**src/rtl/dac_if_pkg.sv**
```systemverilog
package dac_if_pkg;
  localparam int DATA_W  = 12;
  localparam int CTRL_W  = 4;
  localparam int FRAME_W = DATA_W + CTRL_W;
  localparam int CNT_W   = $clog2(FRAME_W + 1);

  typedef struct packed {
    logic              sel_hi;
    logic              fast;
    logic              pdn;
    logic              sel_lo;
    logic [DATA_W-1:0] data;
  } cmd_word_t;
endpackage

```
**src/rtl/dac_sync_edge.sv**
```systemverilog
module dac_sync_edge #(
  parameter int          WIDTH   = 3,
  parameter int          STAGES  = 2,
  parameter logic [WIDTH-1:0] RST_VAL = '0
) (
  input  logic             clk,
  input  logic             rst,
  input  logic [WIDTH-1:0] async_i,
  output logic [WIDTH-1:0] sync_o,
  output logic [WIDTH-1:0] prev_o
);
  logic [WIDTH-1:0] chain [STAGES];

  generate
    for (genvar s = 0; s < STAGES; s++) begin : g_stage
      if (s == 0) begin : g_first
        always_ff @(posedge clk) begin
          if (rst) chain[0] <= RST_VAL;
          else     chain[0] <= async_i;
        end
      end else begin : g_next
        always_ff @(posedge clk) begin
          if (rst) chain[s] <= RST_VAL;
          else     chain[s] <= chain[s-1];
        end
      end
    end
  endgenerate

  always_ff @(posedge clk) begin
    if (rst) prev_o <= RST_VAL;
    else     prev_o <= chain[STAGES-1];
  end

  assign sync_o = chain[STAGES-1];
endmodule

```
**src/rtl/dac_frame_rx.sv**
```systemverilog
module dac_frame_rx
  import dac_if_pkg::*;
(
  input  logic             clk,
  input  logic             rst,
  input  logic             cs_fall,
  input  logic             cs_rise,
  input  logic             sck_fall,
  input  logic             sdi,
  input  logic             auto_term,
  output logic             commit_o,
  output logic [FRAME_W-1:0] word_o,
  output logic [CNT_W-1:0] cnt_o
);
  localparam logic [CNT_W-1:0] FULL = CNT_W'(FRAME_W);

  logic in_frame, locked, auto_q;

  always_ff @(posedge clk) begin
    if (rst) begin
      commit_o <= 1'b0;
      word_o   <= '0;
      cnt_o    <= '0;
      in_frame <= 1'b0;
      locked   <= 1'b0;
      auto_q   <= 1'b0;
    end else begin
      commit_o <= 1'b0;
      if (cs_fall) begin
        cnt_o    <= '0;
        locked   <= 1'b0;
        in_frame <= 1'b1;
        auto_q   <= auto_term;
      end else if (in_frame && cs_rise) begin
        in_frame <= 1'b0;
        if (!auto_q && cnt_o == FULL) commit_o <= 1'b1;
      end else if (in_frame && sck_fall && !locked) begin
        word_o <= {word_o[FRAME_W-2:0], sdi};
        if (cnt_o != FULL) cnt_o <= cnt_o + 1'b1;
        if (auto_q && cnt_o == FULL - 1'b1) begin
          locked   <= 1'b1;
          commit_o <= 1'b1;
        end
      end
    end
  end
endmodule

```
**src/rtl/dac_latch_bank.sv**
```systemverilog
module dac_latch_bank
  import dac_if_pkg::*;
(
  input  logic              clk,
  input  logic              rst,
  input  logic              commit,
  input  cmd_word_t         cmd,
  output logic [DATA_W-1:0] chan_a_o,
  output logic [DATA_W-1:0] chan_b_o,
  output logic              power_down_o,
  output logic              fast_mode_o,
  output logic              update_o
);
  logic [DATA_W-1:0] hold_q;

  always_ff @(posedge clk) begin
    if (rst) begin
      chan_a_o     <= '0;
      chan_b_o     <= '0;
      hold_q       <= '0;
      power_down_o <= 1'b0;
      fast_mode_o  <= 1'b0;
      update_o     <= 1'b0;
    end else begin
      update_o <= 1'b0;
      if (commit) begin
        power_down_o <= cmd.pdn;
        fast_mode_o  <= cmd.fast;
        if (cmd.sel_hi) begin
          chan_a_o <= cmd.data;
          chan_b_o <= hold_q;
          update_o <= 1'b1;
        end else if (!cmd.sel_lo) begin
          chan_b_o <= cmd.data;
          hold_q   <= cmd.data;
          update_o <= 1'b1;
        end else begin
          hold_q <= cmd.data;
        end
      end
    end
  end
endmodule

```
**src/rtl/dual_dac_serial_if.sv**
```systemverilog
module dual_dac_serial_if
  import dac_if_pkg::*;
#(
  parameter int SYNC_STAGES = 2
) (
  input  logic              clk,
  input  logic              rst,
  input  logic              csn_i,
  input  logic              sclk_i,
  input  logic              sdi_i,
  input  logic              auto_term_i,
  output logic [DATA_W-1:0] chan_a_o,
  output logic [DATA_W-1:0] chan_b_o,
  output logic              power_down_o,
  output logic              fast_mode_o,
  output logic              update_o
);
  logic [2:0]         pins_s, pins_p;
  logic               cs_fall_w, cs_rise_w, sck_fall_w;
  logic               commit_w;
  logic [FRAME_W-1:0] word_w;
  logic [CNT_W-1:0]   frame_cnt_w;

  dac_sync_edge #(
    .WIDTH(3), .STAGES(SYNC_STAGES), .RST_VAL(3'b011)
  ) sync_i (
    .clk(clk), .rst(rst),
    .async_i({sdi_i, sclk_i, csn_i}),
    .sync_o(pins_s), .prev_o(pins_p)
  );

  assign cs_fall_w  =  pins_p[0] & ~pins_s[0];
  assign cs_rise_w  = ~pins_p[0] &  pins_s[0];
  assign sck_fall_w =  pins_p[1] & ~pins_s[1] & ~pins_s[0];

  dac_frame_rx rx_i (
    .clk(clk), .rst(rst),
    .cs_fall(cs_fall_w), .cs_rise(cs_rise_w), .sck_fall(sck_fall_w),
    .sdi(pins_s[2]), .auto_term(auto_term_i),
    .commit_o(commit_w), .word_o(word_w), .cnt_o(frame_cnt_w)
  );

  dac_latch_bank bank_i (
    .clk(clk), .rst(rst),
    .commit(commit_w), .cmd(cmd_word_t'(word_w)),
    .chan_a_o(chan_a_o), .chan_b_o(chan_b_o),
    .power_down_o(power_down_o), .fast_mode_o(fast_mode_o),
    .update_o(update_o)
  );
endmodule

```
**config.mk**
```make
export PLATFORM = sky130hd
export DESIGN_NAME = dual_dac_serial_if
export DESIGN_NICKNAME = d
export VERILOG_FILES = /design/src/rtl/dac_if_pkg.sv /design/src/rtl/dac_sync_edge.sv /design/src/rtl/dac_frame_rx.sv /design/src/rtl/dac_latch_bank.sv /design/src/rtl/dual_dac_serial_if.sv
export SDC_FILE = /design/constraint.sdc
export NUM_CORES = 1
export LEC_CHECK = 0
export BUFFER_PORTS_ARGS = -buffer_cell sky130_fd_sc_hd__buf_4
export CAP_MARGIN = 10
export CORE_UTILIZATION = 25
export CTS_CLUSTER_DIAMETER = 30
export DETAILED_ROUTE_END_ITERATION = 6
export GPL_TIMING_DRIVEN = 0
export SYNTH_ARGS = -nofsm -noshare
export SYNTH_HDL_FRONTEND = slang
export SYNTH_SLANG_ARGS = --single-unit
```
**constraint.sdc**
```tcl
create_clock -name clk -period 3.97 [get_ports clk]
set_clock_uncertainty 0.15 [all_clocks]
set_input_delay 0.794 -clock clk [delete_from_list [all_inputs] [get_ports clk]]
set_output_delay 0.794 -clock clk [all_outputs]
set_load 0.03 [all_outputs]
```
# Word level (Yosys, flattened, before mapping)
# Memories as Yosys holds them, arrays and structs flattened.
# Index checks and enable logic that the tools add are counted.
[classes]
n_addsub = 1
n_mul = 0
div_mod_pow = 0
n_lt_le_gt_ge = 0
eq_ne = 4
shifts = 0
n_mux = 15
n_bitwise = 13
n_reduce_logical = 16
[ops]
columns = ["cell", "count"]
rows = [
  ["$mux 12", 2],
  ["$mux 1", 11],
  ["$reduce_and 3->1", 3],
  ["$not 1->1", 7],
  ["$mux 3", 2],
  ["$reduce_and 2->1", 3],
  ["$add 5x1->5 const B", 1],
  ["$eq 5x4->1 const B", 1],
  ["$eq 5x5->1 const B", 1],
  ["$logic_and 1x1->1", 5],
  ["$ne 5x5->1 const B", 1],
  ["$and 1x1->1", 4],
  ["$reduce_or 2->1", 2],
  ["$logic_not 1->1", 2],
  ["$ne 2x1->1 const B", 1],
  ["$or 1x1->1", 2],
  ["$reduce_bool 2->1", 1],
]
[word_totals]
reg_bits = 66
latchBits = 0
ram_bits = 6
mem_bits_ro = 0
in_bits = 6
output_inout_bits = 27
elab_cells = 63
mem_count = 1
[memory_table]
columns = ["memory", "depth", "width", "read_ports", "rd_ports_with_merged_regs", "write_ports", "line_no", "source"]
rows = [
  ["sync_i.chain", 2, 3, 2, 0, 2, "dac_sync_edge.sv:12", "logic [WIDTH-1:0] chain [STAGES];"],
]

# Depth between registers and ports, before layout
# Gate-level depths: netlist (run 1).
[logic_depth]
ltp_word = 7
mapped_depth = 5
depth_no_buf = 5

# Hierarchy
# From an unflattened synthesis (run 1), not the netlist that was laid out.
[hier_totals]
cells_unflattened = 295
hier_area_um2 = 2904.0
[by_module_without_submodules]
columns = ["module", "n_inst", "cells_each", "area_per_inst_um2", "seq_area_each_um2"]
rows = [
  ["dac_latch_bank", 1, 172, 1566.5, 780.7],
  ["dac_frame_rx", 1, 102, 1073.5, 500.5],
  ["dac_sync_edge", 1, 18, 236.5, 180.2],
  ["dual_dac_serial_if", 1, 3, 27.5, 0.0],
]

# Worst setup path before layout (run 1)
# OpenSTA, ideal clock, no wires.
[synth_timing]
kind = "register to register"
start = "reg rx_i.locked"
end = "reg rx_i.cnt_o[3]"
setup_time_ps = 70
arrival_ps = 1569
required_time_ps = 3750
path_slack_ps = 2181
path_stages_with_launch = 5
path_buffers = 1
period_less_slack_ps = 1789
path_cell_list = "dfxtp_1 -> or4b_4 -> buf_6 -> or4_1 -> a21oi_1"
[synth_via]
elab_chain_len = 3
[synth_rtl]
columns = ["element", "line_no", "source"]
rows = [
  ["from (decl)", "dac_frame_rx.sv:17", "logic in_frame, locked, auto_q;"],
  ["from (signal assigned)", "dac_frame_rx.sv:25", "locked <= 1'b0;"],
  ["from (signal assigned)", "dac_frame_rx.sv:31", "locked <= 1'b0;"],
  ["from (signal assigned)", "dac_frame_rx.sv:41", "locked <= 1'b1;"],
  ["$logic_not 1->1", "dac_frame_rx.sv:37", "end else if (in_frame && sck_fall && !locked) begin"],
  ["$logic_and 1x1->1", "dac_frame_rx.sv:37", ""],
  ["$reduce_and 3->1 (no source line)", "-", ""],
  ["to (signal assigned)", "dac_frame_rx.sv:39", "if (cnt_o != FULL) cnt_o <= cnt_o + 1'b1;"],
  ["to (decl)", "dac_frame_rx.sv:13", "output logic [CNT_W-1:0] cnt_o"],
]
# Every way passes these cells.
# A chain may end at the register's enable or synchronous reset.

==> results.toml, run 1 <==
[grt]
grt_pass1_vias = 2164
antenna_found_initial = 0
grt_pass1_wl_um = 11000
grt_max_degree = 14
grtUsageTotal_pct = 12.4
grt_overflow = 0

[synth]
synth-seq-area-share_pct = 52.1
ys_warn_count = 0
ys_ff_latch = 72
syn_inst = 315
synth.distinct_cells = 30
synth_top_area_share_pct = 52.1
yosys.area.top_type = "dfxtp_1"
synth_area_leaders = "dfxtp_1, a21oi_1, nand2_1, mux2i_1, nand3_1"
syn-cell-area_um2 = 2770
syn_nets = 324
avgSynthCellArea_um2 = 8.79

[finish]
antennaDiodeCount = 0
drive_gt1_share_pct = 14.6
stdcell_area_um2 = 3350
final_cell_mix = "dfxtp_1, a21oi_1, nand2_1"
seq_area_um2 = 1440
layout_commonest_cell = "dfxtp_1"
synthToLayoutAreaGrowth_pct = 21.0
final_nets = 366
multi_input_area_um2 = 1200
fillers = 1145
layout.cells.non_filler = 502

[critical_path]
crit_path_end_kind = "flop"
cp.arrival_ns = 2.22
path_cells = "nor4b_2 -> clkbuf_1 -> nand3_1 -> a21oi_1"
critPathSlowestCell = "nor4b_2"
critical_path_required_ns = 4.10
critPathKind = "flop to flop"
slowest_delay_ns = 0.79
crit_path_start_kind = "flop"
cp_max_fo = 10
critPathTopFamily = "simple AND/OR/NAND/NOR gates"
crit_buf_inv = 1

[timing]
whs_ns = 0.263
drv_slew = 0
max_slew_margin_pct = 40.5
fin_crit_sh_pct = 52.8
fin_setup_tns_ns = 0
hold_viol = 0
worst_pin_slew_ns = 0.890
layout_min_cycle_time_ns = 2.10
max_freq_mhz = 477
grt_setup_unrepaired = "no"
finalSetupViolCount = 0

[cts]
clk_pin_slew_ns = 0.08
cts_tree = "done"
clock-root-buffer = "clkbuf_8"
cts_inserted_buffers = 9
cts_resized = 0
postCtsHoldBufs = 0
h-tree-depth = 3
max-clock-path-buffers = 2
cts_setup_buffers = 0
clock-sinks = 72
clk_latency_ns = 0.36

[drt]
wl_per_cell_um = 13.1
drc = 0
drt_pre_antenna_iters = 4
routed_via_density = 4.57
antenna_left = 0
vias = 2294
routed_wl_um = 6570
drt_iter0_drc = 131

[power_and_ir_drop]
seqPwrFrac_pct = 57.2
power_switching_mw = 0.314
p_int_mw = 0.959
comb_power_share_pct = 2.2
clock_power_share_pct = 40.6
p_leak_nw = 1.09
power.density_nw_per_um2 = 380
total_power_mw = 1.27
vdd_drop_max_uv = 122
switching_share_pct = 24.7

[placed_design]
hpwl_um = 4710
place_congestion = 0.793
port_buffers = 31
placed_cells = 486
place_area_um2 = 3180

[die]
coreArea_um2 = 10800
rows = 38
die_x_um = 107
initial_core_util_pct = 25.6
die_h_um = 107
io_pins = 33
dieArea_um2 = 11500

[run]
max_cap_violations = 0

[min_path]
hp-class = "flop to flop"

[outcome]
outcome = "completed"
-- cell type report --
class | count | area share [%]
clock inverter | 7 | 1.46
buffer | 24 | 2.95
multi-input combinational | 211 | 35.8
tap | 140 | 5.23
sequential | 72 | 43.0
timing repair buffer | 31 | 6.95
clock buffer | 9 | 3.70
inverter | 8 | 0.897
-- state kept, by name, indices dropped and copies added, names as in the netlist --
signal               count
sync_i.prev_o            2
bank_i.chan_a_o         12
sync_i.chain             6
bank_i.hold_q           12
bank_i.update_o          1
rx_i.in_frame            1
bank_i.fast_mode_o       1
bank_i.power_down_o      1
rx_i.cnt_o               5
rx_i.commit_o            1
rx_i.word_o             16
rx_i.auto_q              1
rx_i.locked              1
bank_i.chan_b_o         12
-- routing by layer --
layer	vias up	routed length, µm	global-route usage, %	share of wire, %
li1	1176	-	-	-
met1	1063	3310	16.9	50
met2	47	2800	17.4	43
met3	8	364	3.16	5.5
met4	0	91	7.73	1.4
met5	-	0	0	0
-- cell usage after synthesis --
| library cell | instances |
|---|---|
| nor4b_2 | 1 |
| nor4bb_1 | 1 |
| or4_1 | 1 |
| nand4_1 | 1 |
| nor2_1 | 3 |
| and3_1 | 2 |
| nor2b_1 | 4 |
| o31ai_1 | 1 |
| dfxtp_1 | 72 |
| nand3_1 | 22 |
| buf_2 | 1 |
| or4b_4 | 1 |
| nand3b_1 | 1 |
| nand2_1 | 51 |
| nor3_2 | 1 |
| o21ai_1 | 17 |
| a211oi_1 | 13 |
| a21oi_1 | 57 |
| buf_1 | 1 |
| clkbuf_1 | 21 |
| inv_1 | 8 |
| nand2b_1 | 4 |
| or2_1 | 4 |
| and2_1 | 2 |
| mux2i_1 | 18 |
| or2_2 | 1 |
| nand4b_1 | 1 |
| nor4_1 | 1 |
| ha_1 | 3 |
| buf_6 | 1 |
-- cells by family after synthesis --
family                   after synthesis  share of synthesized area, %
AND/OR/NAND/NOR                      102                          18.2
AO/OA/AOI/OAI                         88                          17.2
flip-flops                            72                          52.1
buffers and inverters                 32                          4.66
multiplexers                          18                          6.51
adder cells (fa/ha/maj)                3                          1.36
-- power by group through the flow --
stage / Combinational [mW] / Clock, mW / Sequential (mW)
4_1_cts: 0.0285 / 0.530 / 0.728
5_1_grt: 0.0314 / 0.560 / 0.729
3_5_place_dp: 0.0284 / 0 / 0.746
6_report: 0.0281 / 0.516 / 0.729
3_3_place_gp: 0.0276 / 0 / 0.745
2_1_floorplan: 0.0181 / 0 / 0.745
-- final timing paths --
path	startpoint	end	slack, ns	depth (start not counted)
min	sync_i.chain[0][1]	sync_i.chain[1][1]	0.26	1
max	sync_i.chain[1][0]	rx_i.word_o[9]	1.87	4
max reg2reg	sync_i.chain[1][0]	rx_i.word_o[9]	1.87	4
min reg2reg	sync_i.chain[0][1]	sync_i.chain[1][1]	0.26	1
-- through the flow --
stage          worst slack [ns]  util [%]
2_1_floorplan              2.18         -
5_1_grt                    1.64      31.0
3_5_place_dp               1.84      29.4
4_1_cts                    1.91      31.0
3_3_place_gp               1.88      29.4
6_report                   1.87      31.0
(Power assumes the default switching activity.)
==> run 2, diff against run 1 <==
==> constraint.sdc (replaced) <==
create_clock -name clk -period 2.1 [get_ports clk]
set_clock_uncertainty 0.15 [all_clocks]
set_input_delay 0.42 -clock clk [delete_from_list [all_inputs] [get_ports clk]]
set_output_delay 0.42 -clock clk [all_outputs]
set_load 0.03 [all_outputs]
==> run 2 against run 1 <==
  * Clock power grew 89%
  * Power grew 89%
  * Count of clock-buffer cells in the layout is the same
  * Combinational power grew 89%
  * Sequential share of layout area shrank 0.11 points
  * Global-route usage is the same
  * Die area is the same
  * Sequential power grew 89%
  * Maximum frequency grew 7.9%
  * Register-to-register slack lost 1.7 ns
  * Sequential cell count is the same
  * Critical path type unchanged
  * Largest power group unchanged
==> results.toml, run 2 (synthesized netlist as in run 1, its figures left out) <==
[cts]
h-tree-depth = 3
cts_resized = 0
cts_setup_buffers = 0
postCtsHoldBufs = 0
clock-sinks = 72
cts_inserted_buffers = 9
cts_tree = "done"
clk_latency_ns = 0.36
clk_pin_slew_ns = 0.08
max-clock-path-buffers = 2
clock-root-buffer = "clkbuf_8"

[grt]
grtUsageTotal_pct = 12.4
grt_pass1_vias = 2164
antenna_found_initial = 0
grt_pass1_wl_um = 11000
grt_overflow = 0
grt_max_degree = 14

[timing]
fin_setup_tns_ns = 0
hold_viol = 0
grt_setup_unrepaired = "no"
max_freq_mhz = 514
worst_pin_slew_ns = 0.561
whs_ns = 0.0944
fin_crit_sh_pct = 92.6
finalSetupViolCount = 0
layout_min_cycle_time_ns = 1.94
max_slew_margin_pct = 62.1
drv_slew = 0

[finish]
antennaDiodeCount = 0
top_register = "rx_i.word_o"
layout_commonest_cell = "dfxtp_1"
synthToLayoutAreaGrowth_pct = 21.3
fillers = 1143
layout.cells.non_filler = 502
largest_reg_flops = 16
drive_gt1_share_pct = 14.6
final_nets = 366
final_cell_mix = "dfxtp_1, a21oi_1, nand2_1"
stdcell_area_um2 = 3360

[min_path]
hp-class = "input pin to flop"

[power_and_ir_drop]
p_leak_nw = 1.10
total_power_mw = 2.41
power.density_nw_per_um2 = 717
vdd_drop_max_uv = 230

[drt]
antenna_left = 0
drt_iter0_drc = 136
drc = 0
drt_pre_antenna_iters = 4
routed_wl_um = 6560
vias = 2297
wl_per_cell_um = 13.1
routed_via_density = 4.58

[die]
io_pins = 33
die_h_um = 107
dieArea_um2 = 11500
rows = 38
die_x_um = 107
initial_core_util_pct = 25.6
coreArea_um2 = 10800

[placed_design]
placed_cells = 486
port_buffers = 31
place_area_um2 = 3180
hpwl_um = 4710
place_congestion = 0.793

[critical_path]
crit_path_end_kind = "flop"
critical_path_required_ns = 2.23
cp_max_fo = 10
crit_path_start_kind = "flop"
critPathKind = "flop to flop"
cp.arrival_ns = 2.08

[outcome]
outcome = "completed"

[run]
max_cap_violations = 0
[run 2: cell counts in the layout (fill, tap and decap cells not counted)]
Identical to the previous run, type by type.
[run 2: cell type report]
| type | instances | area [µm²] | share of cell area [%] |
|---|---|---|---|
| flip-flops and latches | 72 | 1440 | 42.9 |
| multi-input cells | 211 | 1210 | 35.9 |
| repair buffers | 31 | 233 | 6.93 |
| well taps | 140 | 175 | 5.22 |
| clock buffers | 9 | 124 | 3.69 |
| plain buffers | 24 | 98.8 | 2.94 |
| clock inverters | 7 | 48.8 | 1.45 |
| inverters | 8 | 30.0 | 0.895 |
[run 2: metal layers]
layer | track usage [%] | up-vias | share of wire [%]
met1 | 16.9 | 1065 | 50
li1 | - | 1176 | -
met4 | 7.73 | 0 | 1.4
met2 | 17.4 | 48 | 43
met3 | 3.16 | 8 | 5.7
met5 | 0 | - | 0
[run 2: worst max-delay path, stage by stage (launching register included)]
cell and delay, ns:
dfxtp_1 0.38, or4b_4 0.57, buf_6 0.16, or4_1 0.46, a21oi_1 0.15
[run 2: final timing paths]
kind         slack (ns)          startpoint  cells after the start                 end
max reg2reg        0.16  sync_i.chain[1][0]                      4       rx_i.cnt_o[3]
max                0.16  sync_i.chain[1][0]                      4       rx_i.cnt_o[3]
min                0.09              sclk_i                      2  sync_i.chain[0][1]
min reg2reg        0.26  sync_i.chain[0][1]                      1  sync_i.chain[1][1]
[run 2: report_power, final]
group / leakage [nW] / switching [mW] / internal [mW]
clock: 0.0772 / 0.550 / 0.425
combinational: 0.438 / 0.0364 / 0.0167
sequential: 0.581 / 0.00601 / 1.37
total: 1.10 / 0.593 / 1.81
[run 2: metrics by stage]
stage / worst slack (ns) / util (%)
after floorplan: 0.311 / -
after global placement: 0.0830 / 29.4
after detailed placement: 0.0594 / 29.4
after CTS: 0.0401 / 31.0
after global routing: 0.0112 / 31.1
final: 0.155 / 31.1
